`src/rtl/wrr_sched_pkg.sv`:
```
package wrr_sched_pkg;

   localparam int PRIO_W      = 4;
   localparam int ROUNDS      = 8;
   localparam int RND_W       = 3;
   localparam int STATIC_CODE = 9;
   localparam int RESET_CODE  = 8;

   typedef logic [PRIO_W-1:0] prio_t;
   typedef logic [ROUNDS-1:0] pattern_t;

   // weight code to spread-out round participation pattern
   function automatic pattern_t code_to_pattern(input prio_t code);
      pattern_t p;
      case (code)
         4'd0:    p = 8'h00;
         4'd1:    p = 8'h01;
         4'd2:    p = 8'h11;
         4'd3:    p = 8'h49;
         4'd4:    p = 8'h55;
         4'd5:    p = 8'h57;
         4'd6:    p = 8'h77;
         4'd7:    p = 8'h7F;
         default: p = 8'hFF;
      endcase
      return p;
   endfunction

endpackage

```
`src/rtl/wrr_cfg_table.sv`:
```
module wrr_cfg_table
   import wrr_sched_pkg::*;
#(
   parameter int N_Q = 8,
   parameter int QW  = 3
)(
   input  logic                   clk,
   input  logic                   rst_n,
   input  logic                   wr_en,
   input  logic [QW-1:0]          wr_sel,
   input  prio_t                  wr_code,
   output pattern_t [N_Q-1:0]     patterns,
   output logic     [N_Q-1:0]     is_static,
   output logic                   bad_cfg
);

   logic [N_Q-1:0] code_hi;
   logic [N_Q-1:0] gap_below;

   for (genvar q = 0; q < N_Q; q++) begin : g_entry
      prio_t code_q;

      always_ff @(posedge clk) begin
         if (!rst_n)
            code_q <= prio_t'(RESET_CODE);
         else if (wr_en && (int'(wr_sel) == q))
            code_q <= wr_code;
      end

      assign patterns[q]  = code_to_pattern(code_q);
      assign is_static[q] = (code_q == prio_t'(STATIC_CODE));
      assign code_hi[q]   = (code_q > prio_t'(STATIC_CODE));

      if (q == 0) begin : g_first
         assign gap_below[q] = 1'b0;
      end else begin : g_rest
         assign gap_below[q] = is_static[q] & ~is_static[q-1];
      end
   end

   assign bad_cfg = (|code_hi) | (|gap_below);

endmodule

```
`src/rtl/wrr_first_from.sv`:
```
module wrr_first_from #(
   parameter int N_Q = 8,
   parameter int QW  = 3,
   parameter int PW  = 4
)(
   input  logic [N_Q-1:0] cand,
   input  logic [PW-1:0]  start,
   output logic           found,
   output logic [QW-1:0]  sel
);

   always_comb begin
      found = 1'b0;
      sel   = '0;
      for (int i = N_Q - 1; i >= 0; i--) begin
         if (cand[i] && (i >= int'(start))) begin
            found = 1'b1;
            sel   = QW'(i);
         end
      end
   end

endmodule

```
`src/rtl/wrr_queue_sched.sv`:
```
module wrr_queue_sched
   import wrr_sched_pkg::*;
#(
   parameter int N_Q = 8,
   localparam int QW = (N_Q > 1) ? $clog2(N_Q) : 1
)(
   input  logic           clk,
   input  logic           rst_n,
   input  logic           cfg_we,
   input  logic [QW-1:0]  cfg_addr,
   input  logic [3:0]     cfg_prio,
   input  logic [N_Q-1:0] q_nonempty,
   input  logic           gnt_accept,
   output logic           gnt_valid,
   output logic [N_Q-1:0] gnt_onehot,
   output logic [QW-1:0]  gnt_idx,
   output logic           cfg_err
);

   localparam int PW = $clog2(N_Q + 1);

   if (N_Q < 1 || N_Q > 32) begin : g_bad_nq
      $error("wrr_queue_sched: N_Q must lie in 1..32");
   end

   pattern_t [N_Q-1:0] patterns;
   logic     [N_Q-1:0] st_vec;
   logic     [N_Q-1:0] wt_now;
   logic     [N_Q-1:0] wt_any;
   logic     [N_Q-1:0] st_cand;
   logic     [RND_W-1:0] round_q;
   logic     [PW-1:0]  pos_q;
   logic               st_found, wt_found;
   logic     [QW-1:0]  st_sel, wt_sel;

   wrr_cfg_table #(.N_Q(N_Q), .QW(QW)) u_table (
      .clk      (clk),
      .rst_n    (rst_n),
      .wr_en    (cfg_we),
      .wr_sel   (cfg_addr),
      .wr_code  (cfg_prio),
      .patterns (patterns),
      .is_static(st_vec),
      .bad_cfg  (cfg_err)
   );

   for (genvar q = 0; q < N_Q; q++) begin : g_elig
      assign wt_now[q] = q_nonempty[q] & ~st_vec[q] & patterns[q][round_q];
      assign wt_any[q] = q_nonempty[q] & ~st_vec[q] & (|patterns[q]);
   end
   assign st_cand = q_nonempty & st_vec;

   wrr_first_from #(.N_Q(N_Q), .QW(QW), .PW(PW)) u_pick_static (
      .cand (st_cand),
      .start('0),
      .found(st_found),
      .sel  (st_sel)
   );

   wrr_first_from #(.N_Q(N_Q), .QW(QW), .PW(PW)) u_pick_weighted (
      .cand (wt_now),
      .start(pos_q),
      .found(wt_found),
      .sel  (wt_sel)
   );

   always_ff @(posedge clk) begin
      if (!rst_n) begin
         gnt_valid  <= 1'b0;
         gnt_idx    <= '0;
         gnt_onehot <= '0;
         round_q    <= '0;
         pos_q      <= '0;
      end else if (gnt_valid) begin
         if (gnt_accept)
            gnt_valid <= 1'b0;
      end else if (st_found) begin
         gnt_valid  <= 1'b1;
         gnt_idx    <= st_sel;
         gnt_onehot <= N_Q'(1) << st_sel;
      end else if (wt_found) begin
         gnt_valid  <= 1'b1;
         gnt_idx    <= wt_sel;
         gnt_onehot <= N_Q'(1) << wt_sel;
         pos_q      <= PW'(wt_sel) + PW'(1);
      end else if (|wt_any) begin
         round_q <= round_q + RND_W'(1);
         pos_q   <= '0;
      end
   end

endmodule

```
`config.mk`:
```
export PLATFORM = sky130hd
export DESIGN_NAME = wrr_queue_sched
export DESIGN_NICKNAME = d
export VERILOG_FILES = /design/src/rtl/wrr_sched_pkg.sv /design/src/rtl/wrr_cfg_table.sv /design/src/rtl/wrr_first_from.sv /design/src/rtl/wrr_queue_sched.sv
export SDC_FILE = /design/constraint.sdc
export NUM_CORES = 1
export LEC_CHECK = 0
export BUFFER_PORTS_ARGS = -buffer_cell sky130_fd_sc_hd__buf_2
export CAP_MARGIN = 0
export CORE_ASPECT_RATIO = 2
export CORE_MARGIN = 1.5
export CORE_UTILIZATION = 36
export DETAILED_ROUTE_END_ITERATION = 12
export GPL_TIMING_DRIVEN = 0
export PLACE_DENSITY_LB_ADDON = 0.15
export SLEW_MARGIN = 20
export SYNTH_ARGS = -nofsm -noshare
export SYNTH_HDL_FRONTEND = slang
export SYNTH_SLANG_ARGS = --single-unit
```
`constraint.sdc`:
```
create_clock -name clk -period 2.5 [get_ports clk]
set_input_delay 0.75 -clock clk [delete_from_list [all_inputs] [get_ports clk]]
set_output_delay 0.75 -clock clk [all_outputs]
set_load 0.02 [all_outputs]
```
==> results by group <==
Worst setup path
  – Critical path peak fanout: 7
  – CP Class: reg2reg
  – Critical Path Start Type: register
  – Crit. End Element: register
  – Critical Path RT: 2.72 ns
  – Critical path arrival: 2.84 ns

Yosys
  – Post-Syn Nets: 526
  – Sequential fraction of the synthesis area: 44.3%
  – Post-synth top area cell: dfxtp_1
  – Synthesized cell area: 4830 um^2
  – Most used DFF post-synth: dfxtp_1
  – Post-synth EDFFs: 0
  – Synth warnings: 0
  – Synthesized flop and latch total: 107
  – Post-synth cell types: 66
  – Count leader, synth: dfxtp_1
  – FFs w/ async S/R, synth: 0%
  – Top-area cell type share of the netlist area: 44.3%
  – Syn_area_per_cell: 9.57 um^2
  – Cells after Synth: 505
  – Synth top cells by count: dfxtp_1 (107), nor2_1 (52), mux2i_1 (39)
  – Synth top area cells: dfxtp_1 (44%), mux2i_1 (8.1%), nor2_1 (4.0%)

Routing
  – DRC Markers: 12
  – Initial drt markers: 232
  – Wire per inst: 20.9 um
  – WL final: 15200 um
  – Average vias per placed instance: 5.60
  – Via count: 4074
  – DRT antenna net count: 0
  – Initial DRT Pass Iterations: 9

Placed design
  – I/O Buffers: 25
  – GPL Wtd Cong: 0.923
  – DP HPWL: 11100 um
  – Placed inst area: 5160 um^2
  – Placement Setup Slack: -0.803 ns

Final layout
  – Nets: 592
  – FF+latch area: 2160 um^2
  – Area of the multi-input gates: 2820 um^2
  – Finished Core Util: 47.3%
  – Final instance area: 6180 um^2
  – Synthesis-to-finish area growth: 28.0%
  – Antenna fix cells: 0
  – FILL cells: 1209
  – Share of layout cells above drive strength 1: 27.4%

STA
  – Slew Viols, Final: 0
  – RSZ-0062 raised after global routing: yes
  – Final worst-path cycle share: 104%
  – Final setup violation count: 15
  – Final hold vios: 0
  – Slew @ Worst Pin: 1.04 ns
  – Worst Skew: 0.0108 ns
  – Highest Clock Rate: 0.383 GHz
  – Slew headroom: 30.4%
  – Post-layout min period: 2.61 ns
  – Min setup slack post-route: -0.111 ns

Global route
  – Largest net degree at the start of global routing: 20
  – Initial antenna violation count: 0
  – Vias in the first global route: 4228
  – GR Util All Layers: 22.2%
  – First-pass GRT wire length: 23200 um
  – Global route overflow: 0

Clock network
  – # hold bufs at CTS: 0
  – Clk slew on worst S/H paths: 0.07 ns
  – Clock Sink Count: 107
  – Worst skew pair latency: 0.36 ns
  – Root buffer cell: clkbuf_16
  – CTS tree: built
  – Total CTS buffers: 9
  – Depth of the CTS H-tree: 3
  – Max Buffers Root-to-Sink: 2

Die
  – Die width: 84.9 um
  – Starting Density: 37.0%
  – I/O pin count: 32
  – Core box area: 13100 um^2
  – Core Rows: 59
  – DIE AREA: 14200 um^2
  – DIE HEIGHT: 167 um

Pwr
  – LEAKAGE: 2.66 nW
  – Max VDD drop: 369 uV
  – Power Density: 666 nW/um^2

Outcome
  – Failing checks: DRC, setup timing
  – Status: complete, but fails checks

Flow run
  – Max-cap violations: 0

Worst hold path
  – Hold crit path type: reg2reg
==> layout by cell type, fill, tap and decap left out, drive strengths merged, types with 5 or more instances in the layout <==
cell,netlist,routed
a211oi,5,5
a21oi,5,5
a22o,11,11
a22oi,7,7
and2,5,5
and4bb,6,6
buf,7,62
clkbuf,13,22
dfxtp,107,107
inv,38,40
mux2i,39,39
mux4,5,5
nand2,29,29
nand2b,31,31
nand3b,7,7
nor2,52,52
nor3,16,16
nor4,13,13
o2111ai,6,6
o21ai,25,25
o311ai,6,6
or2,5,5
or4,7,7
==> report_power, final <==
group	internal (mW)	switching, mW
Combinational	0.378	0.428
Clock	0.795	0.678
Sequential	1.77	0.0646
Total	2.95	1.17
==> cell type report <==
type | instances | area share (%)
Multi-Input combinational cell | 340 | 45.5
Sequential cell | 107 | 35.0
Timing Repair Buffer | 56 | 6.62
Clock buffer | 9 | 3.64
Tap cell | 152 | 3.08
Buffer | 19 | 2.45
Inverter | 38 | 2.31
Clock inverter | 7 | 1.40
==> through the flow <==
stage                     TNS [ns]  hold WS, ns  instances  total power, mW
after floorplan                  0        0.463        505             2.29
after global placement      -12.09        0.458        682             2.47
after detailed placement    -12.10        0.465        682             2.48
after CTS                    -1.63        0.481        719             4.08
after global routing         -2.57        0.496        728             4.29
final                        -1.08        0.474        728             4.12
==> worst max-delay path: stages, from the launching register on <==
cell,delay [ns]
dfxtp_2,0.36
buf_12,0.14
mux4_2,0.55
o311ai_4,0.34
o2111ai_4,0.25
nor3_4,0.23
a21o_1,0.16
buf_6,0.14
buf_12,0.11
mux2i_1,0.17
nor2_1,0.05
==> logic make-up after synthesis <==
kind of cell / count (synthesis) / synth area share [%]
xor gates and xnor gates: 3 / 0.544
muxes: 48 / 11.3
and+or+nand+nor: 194 / 23.1
adders and majority gates: 2 / 0.518
DFF: 107 / 44.3
buffers and inverters: 58 / 5.26
AOI/OAI and AO/OA: 93 / 14.9
==> repair_timing <==
action,CTS,global route
endpoints found under the hold margin,0,0
gates cloned,1,1
setup buffers,21,10
setup endpoints to repair,20,20
pin swaps,15,15
gates resized for setup,68,26
==> worst paths after layout <==
path | startpoint | endpoint | slack, ns | cells after the start
worst max-delay path | round_q[0] | gnt_idx[0] | -0.11 | 10
worst min-delay path | gnt_onehot[7] | gnt_onehot[7] | 0.47 | 1
worst max register to register | round_q[0] | gnt_idx[0] | -0.11 | 10
worst min register to register | gnt_onehot[7] | gnt_onehot[7] | 0.47 | 1
==> per-layer routing <==
metal	up-vias	global-route usage [%]	routed length, um
li1	1951	-	-
met1	1967	22.3	5500
met2	105	40.4	8240
met3	51	3.72	412
met4	0	15.5	1070
met5	-	0	0
Power figures use the tool's default switching activity.
